### src/rtl/srseq_pkg.sv
package srseq_pkg;

  typedef enum logic [1:0] {
    CMD_NOP  = 2'b00,
    CMD_PREA = 2'b01,
    CMD_AREF = 2'b10,
    CMD_SREF = 2'b11
  } srseq_cmd_e;

  typedef enum logic [2:0] {
    WS_NONE,
    WS_RP,
    WS_RC,
    WS_RAS,
    WS_XSR
  } srseq_wsel_e;

  typedef enum logic [2:0] {
    ST_IDLE,
    ST_PRE,
    ST_AREF,
    ST_WAIT,
    ST_SRIN,
    ST_DWELL,
    ST_SREXIT
  } srseq_state_e;

  // strobes from control to datapath
  typedef struct packed {
    logic        arefIssued;
    logic        timerHold;
    srseq_wsel_e waitSel;
  } srseq_strb_t;

  function automatic int clampTwo(input int v);
    return (v < 2) ? 2 : v;
  endfunction

endpackage

### src/rtl/srseq_timers.sv
module srseq_timers
  import srseq_pkg::*;
#(
  parameter int T_REFI     = 390,
  parameter int T_RP       = 3,
  parameter int T_RC       = 4,
  parameter int T_RAS      = 3,
  parameter int T_XSR      = 4,
  parameter int MAX_MISSED = 8
) (
  input  logic        clk,
  input  logic        rstN,
  input  srseq_strb_t strb,
  output logic        refPending,
  output logic        waitLast
);

  localparam int RP_C  = clampTwo(T_RP);
  localparam int RC_C  = clampTwo(T_RC);
  localparam int RAS_C = clampTwo(T_RAS);
  localparam int XSR_C = clampTwo(T_XSR);
  localparam int REFI_C = clampTwo(T_REFI);
  localparam int MAXM_C = (MAX_MISSED < 1) ? 1 : MAX_MISSED;
  localparam int TW = $clog2(REFI_C + RP_C + RC_C + RAS_C + XSR_C + 4);
  localparam int MW = $clog2(MAXM_C + 1);

  logic [TW-1:0] intervalCnt;
  logic [MW-1:0] missedCnt;
  logic [TW-1:0] waitCnt;
  logic          tick;

  // interval timer: one tick per refresh slot, held at zero in self refresh
  assign tick = !strb.timerHold && (intervalCnt == TW'(REFI_C - 1));

  always_ff @(posedge clk) begin
    if (!rstN) begin
      intervalCnt <= '0;
    end else if (strb.timerHold || tick) begin
      intervalCnt <= '0;
    end else begin
      intervalCnt <= intervalCnt + 1'b1;
    end
  end

  // missed-slot counter, saturating
  always_ff @(posedge clk) begin
    if (!rstN) begin
      missedCnt <= '0;
    end else begin
      case ({tick, strb.arefIssued})
        2'b10: if (missedCnt != MW'(MAXM_C)) missedCnt <= missedCnt + 1'b1;
        2'b01: if (missedCnt != '0) missedCnt <= missedCnt - 1'b1;
        2'b11: if (missedCnt == '0) missedCnt <= MW'(1);
        default: missedCnt <= missedCnt;
      endcase
    end
  end

  assign refPending = (missedCnt != '0);

  // shared wait counter for tRP, tRC, tRAS and tXSR
  always_ff @(posedge clk) begin
    if (!rstN) begin
      waitCnt <= '0;
    end else begin
      case (strb.waitSel)
        WS_RP:   waitCnt <= TW'(RP_C - 1);
        WS_RC:   waitCnt <= TW'(RC_C - 1);
        WS_RAS:  waitCnt <= TW'(RAS_C - 1);
        WS_XSR:  waitCnt <= TW'(XSR_C - 1);
        default: if (waitCnt != '0) waitCnt <= waitCnt - 1'b1;
      endcase
    end
  end

  assign waitLast = (waitCnt <= TW'(1));

  p_missed_sat_r6: assert property (@(posedge clk) disable iff (!rstN)
    (missedCnt == MW'(MAXM_C) && tick && !strb.arefIssued) |=> (missedCnt == MW'(MAXM_C)));

  p_missed_bound_r6: assert property (@(posedge clk) disable iff (!rstN)
    missedCnt <= MW'(MAXM_C));

  p_hold_clears_r11: assert property (@(posedge clk) disable iff (!rstN)
    strb.timerHold |=> (intervalCnt == '0));

endmodule

### src/rtl/srseq_ctrl.sv
module srseq_ctrl
  import srseq_pkg::*;
#(
  parameter int T_RP  = 3,
  parameter int T_RC  = 4,
  parameter int T_RAS = 3,
  parameter int T_XSR = 4
) (
  input  logic        clk,
  input  logic        rstN,
  input  logic        busGrant,
  input  logic        sleepReq,
  input  logic        refPending,
  input  logic        waitLast,
  output srseq_strb_t strb,
  output srseq_cmd_e  cmd,
  output logic        cke,
  output logic        seqBusy,
  output logic        sleepAck
);

  localparam int RP_C  = clampTwo(T_RP);
  localparam int RC_C  = clampTwo(T_RC);
  localparam int RAS_C = clampTwo(T_RAS);
  localparam int XSR_C = clampTwo(T_XSR);
  localparam int CW = $clog2(RP_C + RC_C + RAS_C + XSR_C + 8) + 1;

  srseq_state_e st, nextSt;
  srseq_state_e waitTgt, nextTgt;

  always_ff @(posedge clk) begin
    if (!rstN) begin
      st      <= ST_IDLE;
      waitTgt <= ST_IDLE;
    end else begin
      st      <= nextSt;
      waitTgt <= nextTgt;
    end
  end

  always_comb begin
    nextSt  = st;
    nextTgt = waitTgt;
    strb    = '{arefIssued: 1'b0, timerHold: 1'b0, waitSel: WS_NONE};
    case (st)
      ST_IDLE: begin
        if (busGrant && refPending) begin
          nextSt  = ST_PRE;
          nextTgt = ST_AREF;
        end else if (busGrant && sleepReq) begin
          nextSt  = ST_PRE;
          nextTgt = ST_SRIN;
        end
      end
      ST_PRE: begin
        strb.waitSel = WS_RP;
        nextSt       = ST_WAIT;
      end
      ST_AREF: begin
        strb.arefIssued = 1'b1;
        strb.waitSel    = WS_RC;
        nextSt          = ST_WAIT;
        nextTgt         = ST_IDLE;
      end
      ST_WAIT: begin
        if (waitLast) begin
          if (waitTgt == ST_IDLE) nextSt = refPending ? ST_AREF : ST_IDLE;
          else                    nextSt = waitTgt;
        end
      end
      ST_SRIN: begin
        strb.timerHold = 1'b1;
        strb.waitSel   = WS_RAS;
        nextSt         = ST_DWELL;
      end
      ST_DWELL: begin
        strb.timerHold = 1'b1;
        if (waitLast && !sleepReq) nextSt = ST_SREXIT;
      end
      ST_SREXIT: begin
        strb.timerHold = 1'b1;
        strb.waitSel   = WS_XSR;
        nextSt         = ST_WAIT;
        nextTgt        = ST_AREF;
      end
      default: nextSt = ST_IDLE;
    endcase
  end

  always_comb begin
    case (st)
      ST_PRE:  cmd = CMD_PREA;
      ST_AREF: cmd = CMD_AREF;
      ST_SRIN: cmd = CMD_SREF;
      default: cmd = CMD_NOP;
    endcase
  end

  assign cke      = !(st == ST_SRIN || st == ST_DWELL);
  assign seqBusy  = (st != ST_IDLE);
  assign sleepAck = (st == ST_DWELL);

  // elapsed-cycle counters for the timing checks
  logic [CW-1:0] sincePre, sinceAref, ckeLowCnt, ckeHighCnt;

  always_ff @(posedge clk) begin
    if (!rstN) begin
      sincePre   <= '1;
      sinceAref  <= '1;
      ckeLowCnt  <= '0;
      ckeHighCnt <= '1;
    end else begin
      if (cmd == CMD_PREA)      sincePre <= CW'(1);
      else if (sincePre != '1)  sincePre <= sincePre + 1'b1;
      if (cmd == CMD_AREF)      sinceAref <= CW'(1);
      else if (sinceAref != '1) sinceAref <= sinceAref + 1'b1;
      if (!cke) ckeLowCnt <= (ckeLowCnt != '1) ? ckeLowCnt + 1'b1 : ckeLowCnt;
      else      ckeLowCnt <= '0;
      if (cke)  ckeHighCnt <= (ckeHighCnt != '1) ? ckeHighCnt + 1'b1 : ckeHighCnt;
      else      ckeHighCnt <= '0;
    end
  end

  p_rp_before_aref_r3: assert property (@(posedge clk) disable iff (!rstN)
    (cmd == CMD_AREF) |-> (sincePre >= CW'(RP_C)));

  p_rc_spacing_r4: assert property (@(posedge clk) disable iff (!rstN)
    (cmd == CMD_AREF) |-> (sinceAref >= CW'(RC_C)));

  p_quiet_without_grant_r5: assert property (@(posedge clk) disable iff (!rstN)
    (!seqBusy && !busGrant) |=> (cmd == CMD_NOP && !seqBusy));

  p_entry_cmd_r8: assert property (@(posedge clk) disable iff (!rstN)
    $fell(cke) |-> (cmd == CMD_SREF));

  p_ack_after_entry_r8: assert property (@(posedge clk) disable iff (!rstN)
    $rose(sleepAck) |-> ($past(cmd) == CMD_SREF && !cke));

  p_min_dwell_r9: assert property (@(posedge clk) disable iff (!rstN)
    $rose(cke) |-> (ckeLowCnt >= CW'(RAS_C)));

  p_xsr_nops_r10: assert property (@(posedge clk) disable iff (!rstN)
    (cke && cmd != CMD_NOP) |-> (ckeHighCnt >= CW'(XSR_C)));

endmodule

### src/rtl/sdram_refresh_seq.sv
module sdram_refresh_seq
  import srseq_pkg::*;
#(
  parameter int T_REFI     = 390,
  parameter int T_RP       = 3,
  parameter int T_RC       = 4,
  parameter int T_RAS      = 3,
  parameter int T_XSR      = 4,
  parameter int MAX_MISSED = 8
) (
  input  logic       clk,
  input  logic       rstN,
  input  logic       busGrant,
  input  logic       sleepReq,
  output logic [1:0] cmdOut,
  output logic       cke,
  output logic       seqBusy,
  output logic       sleepAck
);

  srseq_strb_t strb;
  srseq_cmd_e  cmdInt;
  logic        refPending;
  logic        waitLast;

  srseq_ctrl #(
    .T_RP (T_RP),
    .T_RC (T_RC),
    .T_RAS(T_RAS),
    .T_XSR(T_XSR)
  ) u_ctrl (
    .clk       (clk),
    .rstN      (rstN),
    .busGrant  (busGrant),
    .sleepReq  (sleepReq),
    .refPending(refPending),
    .waitLast  (waitLast),
    .strb      (strb),
    .cmd       (cmdInt),
    .cke       (cke),
    .seqBusy   (seqBusy),
    .sleepAck  (sleepAck)
  );

  srseq_timers #(
    .T_REFI    (T_REFI),
    .T_RP      (T_RP),
    .T_RC      (T_RC),
    .T_RAS     (T_RAS),
    .T_XSR     (T_XSR),
    .MAX_MISSED(MAX_MISSED)
  ) u_timers (
    .clk       (clk),
    .rstN      (rstN),
    .strb      (strb),
    .refPending(refPending),
    .waitLast  (waitLast)
  );

  assign cmdOut = cmdInt;

endmodule

### config.mk
export PLATFORM = sky130hd
export DESIGN_NAME = sdram_refresh_seq
export DESIGN_NICKNAME = d
export VERILOG_FILES = /design/src/rtl/srseq_pkg.sv /design/src/rtl/srseq_timers.sv /design/src/rtl/srseq_ctrl.sv /design/src/rtl/sdram_refresh_seq.sv
export SDC_FILE = /design/constraint.sdc
export NUM_CORES = 1
export LEC_CHECK = 0
export BUFFER_PORTS_ARGS = -buffer_cell sky130_fd_sc_hd__buf_4
export CAP_MARGIN = 20
export CORE_UTILIZATION = 40
export DETAILED_ROUTE_END_ITERATION = 7
export PLACE_DENSITY_LB_ADDON = 0.05
export REMOVE_ABC_BUFFERS = 1
export SYNTH_ARGS = -nofsm -noshare
export SYNTH_HDL_FRONTEND = slang
export SYNTH_SLANG_ARGS = --single-unit
export TNS_END_PERCENT = 10
### constraint.sdc
create_clock -name clk -period 7.4 [get_ports clk]
set_clock_uncertainty 0.15 [all_clocks]
set_input_delay 0.37 -clock clk [delete_from_list [all_inputs] [get_ports clk]]
set_output_delay 0.37 -clock clk [all_outputs]
set_load 0.02 [all_outputs]
==> results.json, run 1 <==
{
  "min_period_over_period": 0.383,
  "finalCriticalPeriod_ns": 2.83,
  "cp-end-kind": "flop",
  "power_frac_seq": 0.416,
  "clock_tree.buffer_depth": 2,
  "number_of_placement_rows": 21,
  "grt_first_pass_wirelength_um": 5260,
  "worst_setup_path_startpoint": "u_ctrl.st[1]",
  "io_pins": 9,
  "fin_ws_ns": 4.57,
  "min-delay-start": "rstN",
  "num_vias": 1205,
  "grtUsageTotal": 0.165,
  "layout-drive-gt1-share": 0.137,
  "synthDominantAreaCellType": "sky130_fd_sc_hd__dfxtp_1",
  "cts_inserted_buffers": 3,
  "max-cap-violations": 0,
  "postCtsSetupRepairBufs": 0,
  "worst_slew_pin_slew_ns": 0.699,
  "yosys_most_used_dff": "sky130_fd_sc_hd__dfxtp_1",
  "routabilityCongestion": 0.749,
  "detail_route.wl_per_cell_um": 12.4,
  "postSynthAreaPerCell_um2": 8.66,
  "synthDistinctLibCells": 47,
  "cts_hold_buf": 0,
  "setup.worst_path.start_class": "flop",
  "outcome": "finished clean",
  "globalRouteOverflowTotal": 0,
  "crit-reg2reg-launch": "u_ctrl.st[1]",
  "grt_pass1_vias": 1170,
  "setup_violations": 0,
  "total_switching_power_mw": 0.179,
  "synth_area_leaders": "sky130_fd_sc_hd__dfxtp_1 (36%), sky130_fd_sc_hd__nor2_1 (7.3%), sky130_fd_sc_hd__xor2_1 (6.4%)",
  "number_of_sinks_on_the_clock_net": 27,
  "grt_setup_unrepaired": "no",
  "detailedPlacementHpwl_um": 2100,
  "power.internal_mw": 0.288,
  "timing.critical_path.arrival_ns": 2.87,
  "die-width_um": 63.2,
  "die_area_um2": 4000,
  "die_height_um": 63.2,
  "power.density_cell_area_nw_per_um2": 282,
  "route.final.wire_length_um": 2830,
  "cts_tree": "done",
  "p_leak_nw": 0.667,
  "dp_worst_setup_slack_ns": 4.60,
  "stdcell_area_um2": 1650,
  "detailed_place.area_um2": 1610,
  "drtPass1Iterations": 4,
  "drt_drc_violations_left": 0,
  "timing.max_slew.rel_slack": 0.532,
  "worst-endpoint-required_ns": 7.44,
  "synthCells": 173,
  "synth.yosys.seq_area_share": 0.361,
  "area_delta_synth_final_pct": 10.4,
  "synthesis.yosys.warnings": 0,
  "hold_path.class": "input pin to flop",
  "share_of_flip_flops_with_an_asynchronous_set_or_reset": 0,
  "synth_seq_cells": 27,
  "insertion_delay_ns": 0.27,
  "totalNegativeSetupSlack_ns": 0,
  "final_cells": 228,
  "switching_share": 0.384,
  "mappedNetlistArea_um2": 1500,
  "drtIter0Drc": 68,
  "worst-setup-path-type": "flop to flop",
  "timing.final.hold_violations": 0,
  "worst_ir_drop_vdd_mv": 0.0886,
  "antenna_found_initial": 0,
  "floorplan_core_area_um2": 3470,
  "viasPerCell": 5.29,
  "worst_setup_hold_path_clk_slew_ns": 0.09,
  "cts.root.buffer_cell": "sky130_fd_sc_hd__clkbuf_8",
  "drtAntennaViolNets": 0,
  "achievable_frequency_mhz": 353,
  "number_of_nets_at_the_end_of_the_flow": 195,
  "cts_resized": 0,
  "grt_max_degree": 18,
  "n_antenna_cell": 0,
  "p_clk_frac": 0.182,
  "critical_path.max_fanout": 17,
  "placed_cells": 224,
  "buffer_ports.inserted": 8,
  "comb_power_share": 0.402,
  "final_max_slew_viol_count": 0,
  "yosys.area.top_type_share": 0.361,
  "htreeDepth": 1,
  "synth_enable_flop_cells": 0,
  "initial_utilization": 0.432
}
[layer usage]
metal	vias to the layer above	routed length [µm]	global-route usage
met1	566	1400	0.216
met2	9	1360	0.270
met3	2	48	0.0272
met4	0	23	0.0597
met5	-	0	0
li1	628	-	-
[kinds of logic after synthesis]
logic type               synth area share
multiplexers                       0.0217
adder cells (fa/ha/maj)            0.0718
XOR/XNOR                           0.0818
flip-flops                          0.361
AO/OA/AOI/OAI                       0.174
AND/OR/NAND/NOR                     0.263
buffers and inverters              0.0275
[sequential cells by signal, indices dropped and copies added, names as in the netlist]
register / cells
u_timers.intervalCnt: 9
u_timers.waitCnt: 9
u_timers.missedCnt: 4
u_ctrl.st: 3
u_ctrl.waitTgt: 2
[worst paths after layout]
check | endpoint | slack [ns] | depth (start not counted)
hold / removal | u_ctrl.st[1] | 0.21 | 3
hold reg to reg | u_timers.waitCnt[8] | 0.32 | 2
setup / recovery | u_timers.missedCnt[3] | 4.57 | 8
setup reg to reg | u_timers.missedCnt[3] | 4.57 | 8
[cell usage in the layout, fill, tap and decap left out, types with 2 or more instances in the layout]
cell and n:
sky130_fd_sc_hd__a21oi_1 12, sky130_fd_sc_hd__a22oi_1 3, sky130_fd_sc_hd__buf_4 8, sky130_fd_sc_hd__clkbuf_8 3
sky130_fd_sc_hd__dfxtp_1 27, sky130_fd_sc_hd__ha_1 7, sky130_fd_sc_hd__inv_1 7, sky130_fd_sc_hd__mux2_2 2
sky130_fd_sc_hd__nand2_1 11, sky130_fd_sc_hd__nand2b_1 3, sky130_fd_sc_hd__nand3_1 6, sky130_fd_sc_hd__nand3b_1 3
sky130_fd_sc_hd__nand4_1 3, sky130_fd_sc_hd__nand4b_1 3, sky130_fd_sc_hd__nor2_1 29, sky130_fd_sc_hd__nor2b_1 2
sky130_fd_sc_hd__o21ai_0 8, sky130_fd_sc_hd__or3_1 2, sky130_fd_sc_hd__xnor2_1 3, sky130_fd_sc_hd__xor2_1 11
[cell usage after synthesis, types with 2 or more instances]
library cell	n
sky130_fd_sc_hd__nor2_1	29
sky130_fd_sc_hd__dfxtp_1	27
sky130_fd_sc_hd__a21oi_1	12
sky130_fd_sc_hd__nand2_1	11
sky130_fd_sc_hd__xor2_1	11
sky130_fd_sc_hd__o21ai_0	8
sky130_fd_sc_hd__ha_1	7
sky130_fd_sc_hd__inv_1	7
sky130_fd_sc_hd__nand3_1	6
sky130_fd_sc_hd__a22oi_1	3
sky130_fd_sc_hd__clkbuf_1	3
sky130_fd_sc_hd__nand2b_1	3
sky130_fd_sc_hd__nand3b_1	3
sky130_fd_sc_hd__nand4_1	3
sky130_fd_sc_hd__nand4b_1	3
sky130_fd_sc_hd__xnor2_1	3
sky130_fd_sc_hd__mux2_2	2
sky130_fd_sc_hd__nor2b_1	2
sky130_fd_sc_hd__or3_1	2
[power groups by stage]
| stage | Combinational (mW) | Sequential, mW | Clock, mW |
|---|---|---|---|
| 2_1_floorplan | 0.153 | 0.191 | 0 |
| 3_3_place_gp | 0.185 | 0.196 | 0 |
| 6_report | 0.188 | 0.194 | 0.0850 |
| 4_1_cts | 0.189 | 0.194 | 0.0897 |
| 5_1_grt | 0.217 | 0.199 | 0.0981 |
| 3_5_place_dp | 0.188 | 0.198 | 0 |
[worst max-delay path, stage by stage (launching register included)]
cell                       delay [ns]
sky130_fd_sc_hd__dfxtp_1         0.62
sky130_fd_sc_hd__nor3b_2         0.40
sky130_fd_sc_hd__o21ai_2         0.13
sky130_fd_sc_hd__inv_2           0.13
sky130_fd_sc_hd__ha_1            0.24
sky130_fd_sc_hd__a21o_1          0.18
sky130_fd_sc_hd__a21oi_1         0.26
sky130_fd_sc_hd__mux2_2          0.38
sky130_fd_sc_hd__a311oi_2        0.26
[through the flow]
step | hold slack, ns | utilization | power, mW
2_1_floorplan | 0.290 | - | 0.344
3_3_place_gp | 0.299 | 0.463 | 0.382
3_5_place_dp | 0.312 | 0.463 | 0.386
4_1_cts | 0.204 | 0.477 | 0.473
5_1_grt | 0.206 | 0.477 | 0.514
6_report | 0.214 | 0.477 | 0.467
[area by class of cell]
| type | instances | area (µm²) |
|---|---|---|
| timing repair buffer | 8 | 60.1 |
| clock buffer | 3 | 41.3 |
| inverter | 8 | 30.0 |
| tap | 46 | 57.6 |
| sequential | 27 | 541 |
| multi-input combinational | 135 | 917 |
| clock inverter | 1 | 7.51 |
| fill | 361 | 1810 |
No activity file was read; power rests on OpenSTA's default activity.
==> run 2, diff against run 1 <==
- clock period: 7.4 -> 2.35 ns (I/O delays scaled with it)
==> results.json, run 2 (synthesis gave the netlist of run 1 again) <==
{
  "outcome": "finished with violations",
  "failing_checks": "negative setup slack",
  "die-width_um": 63.2,
  "setup_violations": 1,
  "initial_utilization": 0.432,
  "detail_route.wl_per_cell_um": 12.2,
  "max-cap-violations": 0,
  "io_pins": 9,
  "num_vias": 1302,
  "detailed_place.area_um2": 1750,
  "htreeDepth": 1,
  "worst-endpoint-required_ns": 2.39,
  "drtAntennaViolNets": 0,
  "layout_top_registers": "u_timers.intervalCnt: 9 flops, u_timers.waitCnt: 9 flops, u_timers.missedCnt: 4 flops",
  "power.density_cell_area_nw_per_um2": 822,
  "grtUsageTotal": 0.166,
  "clock_tree.buffer_depth": 2,
  "final_cell_mix": "sky130_fd_sc_hd__nor2_1 (29), sky130_fd_sc_hd__buf_4 (28), sky130_fd_sc_hd__dfxtp_1 (25)",
  "end_of_flow_core_utilization": 0.535,
  "drtIter0Drc": 65,
  "viasPerCell": 5.23,
  "holdWs_ns": 0.0427,
  "crit_path_cell_trace": "or4b_4 -> o21ai_4 -> inv_2 -> ha_4 -> a21o_1 -> a21oi_2 -> mux2_4 -> a311oi_2",
  "final_max_slew_viol_count": 0,
  "worst_slew_pin_slew_ns": 0.556,
  "p_leak_nw": 0.776,
  "number_of_placement_rows": 21,
  "worst-setup-path-type": "flop to flop",
  "number_of_nets_at_the_end_of_the_flow": 216,
  "timing.critical_path.arrival_ns": 2.49,
  "cts_inserted_buffers": 3,
  "route.final.wire_length_um": 3030,
  "cts_tree": "done",
  "stdcell_area_um2": 1860,
  "hold_path.class": "input pin to flop",
  "min_period_over_period": 1.04,
  "cp-end-kind": "flop",
  "totalNegativeSetupSlack_ns": -0.104,
  "finalCriticalPeriod_ns": 2.45,
  "area_delta_synth_final_pct": 23.9,
  "cts.root.buffer_cell": "sky130_fd_sc_hd__clkbuf_8",
  "grt_pass1_vias": 1284,
  "insertion_delay_ns": 0.27,
  "slowest_stage": "sky130_fd_sc_hd__or4b_4",
  "antenna_found_initial": 0,
  "floorplan_core_area_um2": 3470,
  "die_area_um2": 4000,
  "setup.worst_path.start_class": "flop",
  "layout_commonest_cell": "sky130_fd_sc_hd__nor2_1",
  "register_area_um2": 543,
  "achievable_frequency_mhz": 408,
  "drt_drc_violations_left": 0,
  "globalRouteOverflowTotal": 0,
  "cp_top_family": "compound AO/OA/AOI/OAI gates",
  "timing.final.hold_violations": 0,
  "drtPass1Iterations": 4,
  "detailedPlacementHpwl_um": 2260,
  "fillCellCount": 343,
  "grt_max_degree": 17,
  "timing.max_slew.rel_slack": 0.626,
  "worst_ir_drop_vdd_mv": 0.423,
  "die_height_um": 63.2,
  "slowest_delay_ns": 0.55,
  "critical_path.max_fanout": 2,
  "routabilityCongestion": 0.775,
  "buffer_ports.inserted": 8,
  "multi_input_area_um2": 960,
  "number_of_sinks_on_the_clock_net": 27,
  "grt_first_pass_wirelength_um": 5370,
  "critical_path_buf_inv_count": 1,
  "worst_setup_hold_path_clk_slew_ns": 0.10,
  "n_antenna_cell": 0,
  "fin_ws_ns": -0.104,
  "layout-drive-gt1-share": 0.251,
  "grt_setup_unrepaired": "yes"
}
run 2: changes by cell type in the layout (fill, tap and decap cells not counted), moves of 2 or more:
cell / change
sky130_fd_sc_hd__buf_4: +20
sky130_fd_sc_hd__dfxtp_1: -2
sky130_fd_sc_hd__dfxtp_2: +2
sky130_fd_sc_hd__ha_1: -2
sky130_fd_sc_hd__ha_4: +2
run 2: metal layers:
metal  track usage  wire [µm]  vias to the layer above
li1              -          -                      671
met1         0.201       1450                      614
met2         0.298       1480                       15
met3        0.0399         89                        2
met4        0.0256         13                        0
met5             0          0                        -
run 2: final cells by class:
type                            instances  area share
Clock inverter                          1     0.00270
Sequential cell                        27       0.292
Timing Repair Buffer                   29       0.119
Multi-Input combinational cell        135       0.517
Tap cell                               46      0.0310
Inverter                                8      0.0162
Clock buffer                            3      0.0222
run 2: what timing repair did:
| item | 4_1_cts | 5_1_grt |
|---|---|---|
| pin swaps | 6 | 4 |
| buffers inserted | 1 | 0 |
| hold buffers | 1 | 0 |
| hold endpoints to repair | 3 | 0 |
| resized for setup | 8 | 0 |
| setup endpoints to repair | 1 | 3 |
run 2: path summary, 6_finish.rpt:
kind         cells after the start  slack [ns]               endpoint               startpoint
max                              8       -0.10  u_timers.missedCnt[3]  u_timers.intervalCnt[3]
min                              4        0.04           u_ctrl.st[1]                 sleepReq
max reg2reg                      8       -0.10  u_timers.missedCnt[3]  u_timers.intervalCnt[3]
min reg2reg                      2        0.32    u_timers.waitCnt[8]      u_timers.waitCnt[8]
run 2: metrics by stage:
step | std cells | worst slack (ns) | total power [mW]
floorplan | 170 | -0.243 | 1.08
global placement | 243 | -0.168 | 1.23
detailed placement | 243 | -0.222 | 1.26
CTS | 249 | -0.0990 | 1.55
global route | 249 | -0.184 | 1.66
finish | 249 | -0.104 | 1.53
run 2: tightest hold or removal path, cell delays in order:
cell and delay (ns):
sky130_fd_sc_hd__buf_4 0.09, sky130_fd_sc_hd__o21ai_0 0.08, sky130_fd_sc_hd__nand3b_1 0.09, sky130_fd_sc_hd__a21oi_1 0.06
run 2: report_power, final:
part	switching (mW)	total, mW	internal (mW)
clock	0.148	0.267	0.119
combinational	0.369	0.674	0.305
sequential	0.0609	0.586	0.525
==> run 3, diff against run 2 <==
- clock period: 2.35 -> 2.4 ns (I/O delays scaled with it)
==> results.json, run 3 (synthesis gave the netlist of run 1 again) <==
{
  "globalRouteOverflowTotal": 0,
  "drtAntennaViolNets": 0,
  "outcome": "finished with violations",
  "drtPass1Iterations": 4,
  "timing.max_slew.rel_slack": 0.587,
  "floorplan_core_area_um2": 3470,
  "timing.critical_path.arrival_ns": 2.48,
  "num_vias": 1305,
  "layout_top_registers": "u_timers.intervalCnt: 9 flops, u_timers.waitCnt: 9 flops, u_timers.missedCnt: 4 flops",
  "cp-end-kind": "flop",
  "worst_ir_drop_vdd_mv": 0.482,
  "critical_path.max_fanout": 2,
  "route.final.wire_length_um": 3010,
  "worst-setup-path-type": "flop to flop",
  "cts_inserted_buffers": 3,
  "detail_route.wl_per_cell_um": 12.2,
  "worst-endpoint-required_ns": 2.43,
  "routabilityCongestion": 0.775,
  "grt_pass1_vias": 1317,
  "totalNegativeSetupSlack_ns": -0.0417,
  "viasPerCell": 5.28,
  "final_cell_mix": "sky130_fd_sc_hd__nor2_1 (29), sky130_fd_sc_hd__buf_4 (25), sky130_fd_sc_hd__dfxtp_1 (25)",
  "drt_drc_violations_left": 0,
  "crit-reg2reg-launch": "u_timers.intervalCnt[3]",
  "buffer_ports.inserted": 8,
  "groute.layer.met3.usage": 0.0435,
  "cts_tree": "done",
  "grt_first_pass_wirelength_um": 5550,
  "worst_slew_pin_slew_ns": 0.614,
  "die_height_um": 63.2,
  "worst_setup_hold_path_clk_slew_ns": 0.09,
  "htreeDepth": 1,
  "worst_setup_path_startpoint": "u_timers.intervalCnt[3]",
  "failing_checks": "negative setup slack",
  "layout-drive-gt1-share": 0.234,
  "hold_path.class": "input pin to flop",
  "min_period_over_period": 1.02,
  "die-width_um": 63.2,
  "setup_violations": 1,
  "layout_commonest_cell": "sky130_fd_sc_hd__nor2_1",
  "grtUsageTotal": 0.171,
  "detailed_place.area_um2": 1730,
  "antenna_found_initial": 0,
  "number_of_sinks_on_the_clock_net": 27,
  "crit_path_cell_trace": "or4b_4 -> o21ai_4 -> inv_2 -> ha_4 -> a21o_1 -> a21oi_4 -> mux2_4 -> a311oi_2",
  "cts.root.buffer_cell": "sky130_fd_sc_hd__clkbuf_8",
  "drtIter0Drc": 62,
  "io_pins": 9,
  "die_area_um2": 4000,
  "grt.met2_usage": 0.308,
  "grt_max_degree": 17,
  "number_of_placement_rows": 21,
  "grt_setup_unrepaired": "yes",
  "max-cap-violations": 0,
  "clock_tree.buffer_depth": 2,
  "detailedPlacementHpwl_um": 2250,
  "slowest_stage": "sky130_fd_sc_hd__or4b_4",
  "stdcell_area_um2": 1850,
  "globalRouteMet1Util": 0.207,
  "number_of_nets_at_the_end_of_the_flow": 214,
  "power.density_cell_area_nw_per_um2": 814,
  "initial_utilization": 0.432,
  "area_delta_synth_final_pct": 23.4,
  "insertion_delay_ns": 0.27,
  "fin_ws_ns": -0.0417,
  "setup.worst_path.start_class": "flop",
  "achievable_frequency_mhz": 410,
  "n_antenna_cell": 0,
  "most_used_layer_global_route": "met2",
  "fillCellCount": 352,
  "slowest_delay_ns": 0.55,
  "min-delay-start": "sleepReq",
  "p_leak_nw": 0.767,
  "finalCriticalPeriod_ns": 2.44,
  "timing.final.hold_violations": 0,
  "final_max_slew_viol_count": 0
}
==> run 3: cell count changes in the layout (fill, tap and decap cells not counted) <==
cell | previous run | this run
sky130_fd_sc_hd__clkinv_2 | 1 | 0
sky130_fd_sc_hd__fa_2 | 1 | 0
sky130_fd_sc_hd__clkbuf_1 | 0 | 1
sky130_fd_sc_hd__buf_4 | 28 | 25
sky130_fd_sc_hd__a21oi_4 | 0 | 1
sky130_fd_sc_hd__fa_1 | 0 | 1
sky130_fd_sc_hd__a21oi_2 | 2 | 1
sky130_fd_sc_hd__buf_6 | 0 | 1
==> run 3: path summary, 6_finish.rpt <==
path | end | slack [ns] | depth (start not counted)
min | u_ctrl.st[1] | 0.05 | 4
min reg2reg | u_timers.waitCnt[8] | 0.33 | 2
max reg2reg | u_timers.missedCnt[3] | -0.04 | 8
max | u_timers.missedCnt[3] | -0.04 | 8
==> run 3: where the power goes <==
group          leakage [nW]  switching [mW]  internal (mW)
Combinational         0.523           0.374          0.301
Clock                0.0228           0.137          0.119
Sequential            0.221          0.0599          0.514
==> run 3: through the flow <==
step           hold slack (ns)  power [mW]  worst slack [ns]  utilization  instances
2_1_floorplan           0.0861        1.06            -0.193            -        170
3_3_place_gp             0.252        1.21            -0.118        0.500        241
3_5_place_dp             0.249        1.24            -0.188        0.500        241
4_1_cts                 0.0412        1.52           -0.0300        0.531        247
5_1_grt                 0.0638        1.65            -0.110        0.533        247
6_report                0.0496        1.50           -0.0417        0.533        247
==> run 3: critical path: cells and delay by family (launching register included) <==
kind	cells	cell delay, ns
adder cells (fa/ha/maj)	1	0.21
buffers and inverters	1	0.07
flip-flops	1	0.33
AO/OA/AOI/OAI	4	0.74
AND/OR/NAND/NOR	1	0.55
multiplexers	1	0.32
==> run 3: what timing repair did <==
action,4_1_cts,5_1_grt
endpoints found under the setup margin,1,3
endpoints found under the hold margin,3,0
hold buffers,1,0
buffers inserted,1,0
pin swaps,5,4
resized for setup,8,1
==> run 3: final cells by class <==
cell class,instances,area [µm²],share of cell area
repair buffers,27,209,0.113
flip-flops and latches,27,543,0.294
multi-input cells,135,965,0.522
inverters,8,30.0,0.0162
clock buffers,4,45.0,0.0244
well taps,46,57.6,0.0311
==> run 3: layer usage <==
metal,vias to the layer above,wire [µm]
li1,668,-
met1,623,1460
met2,12,1450
met3,2,85
met4,0,18
met5,-,0
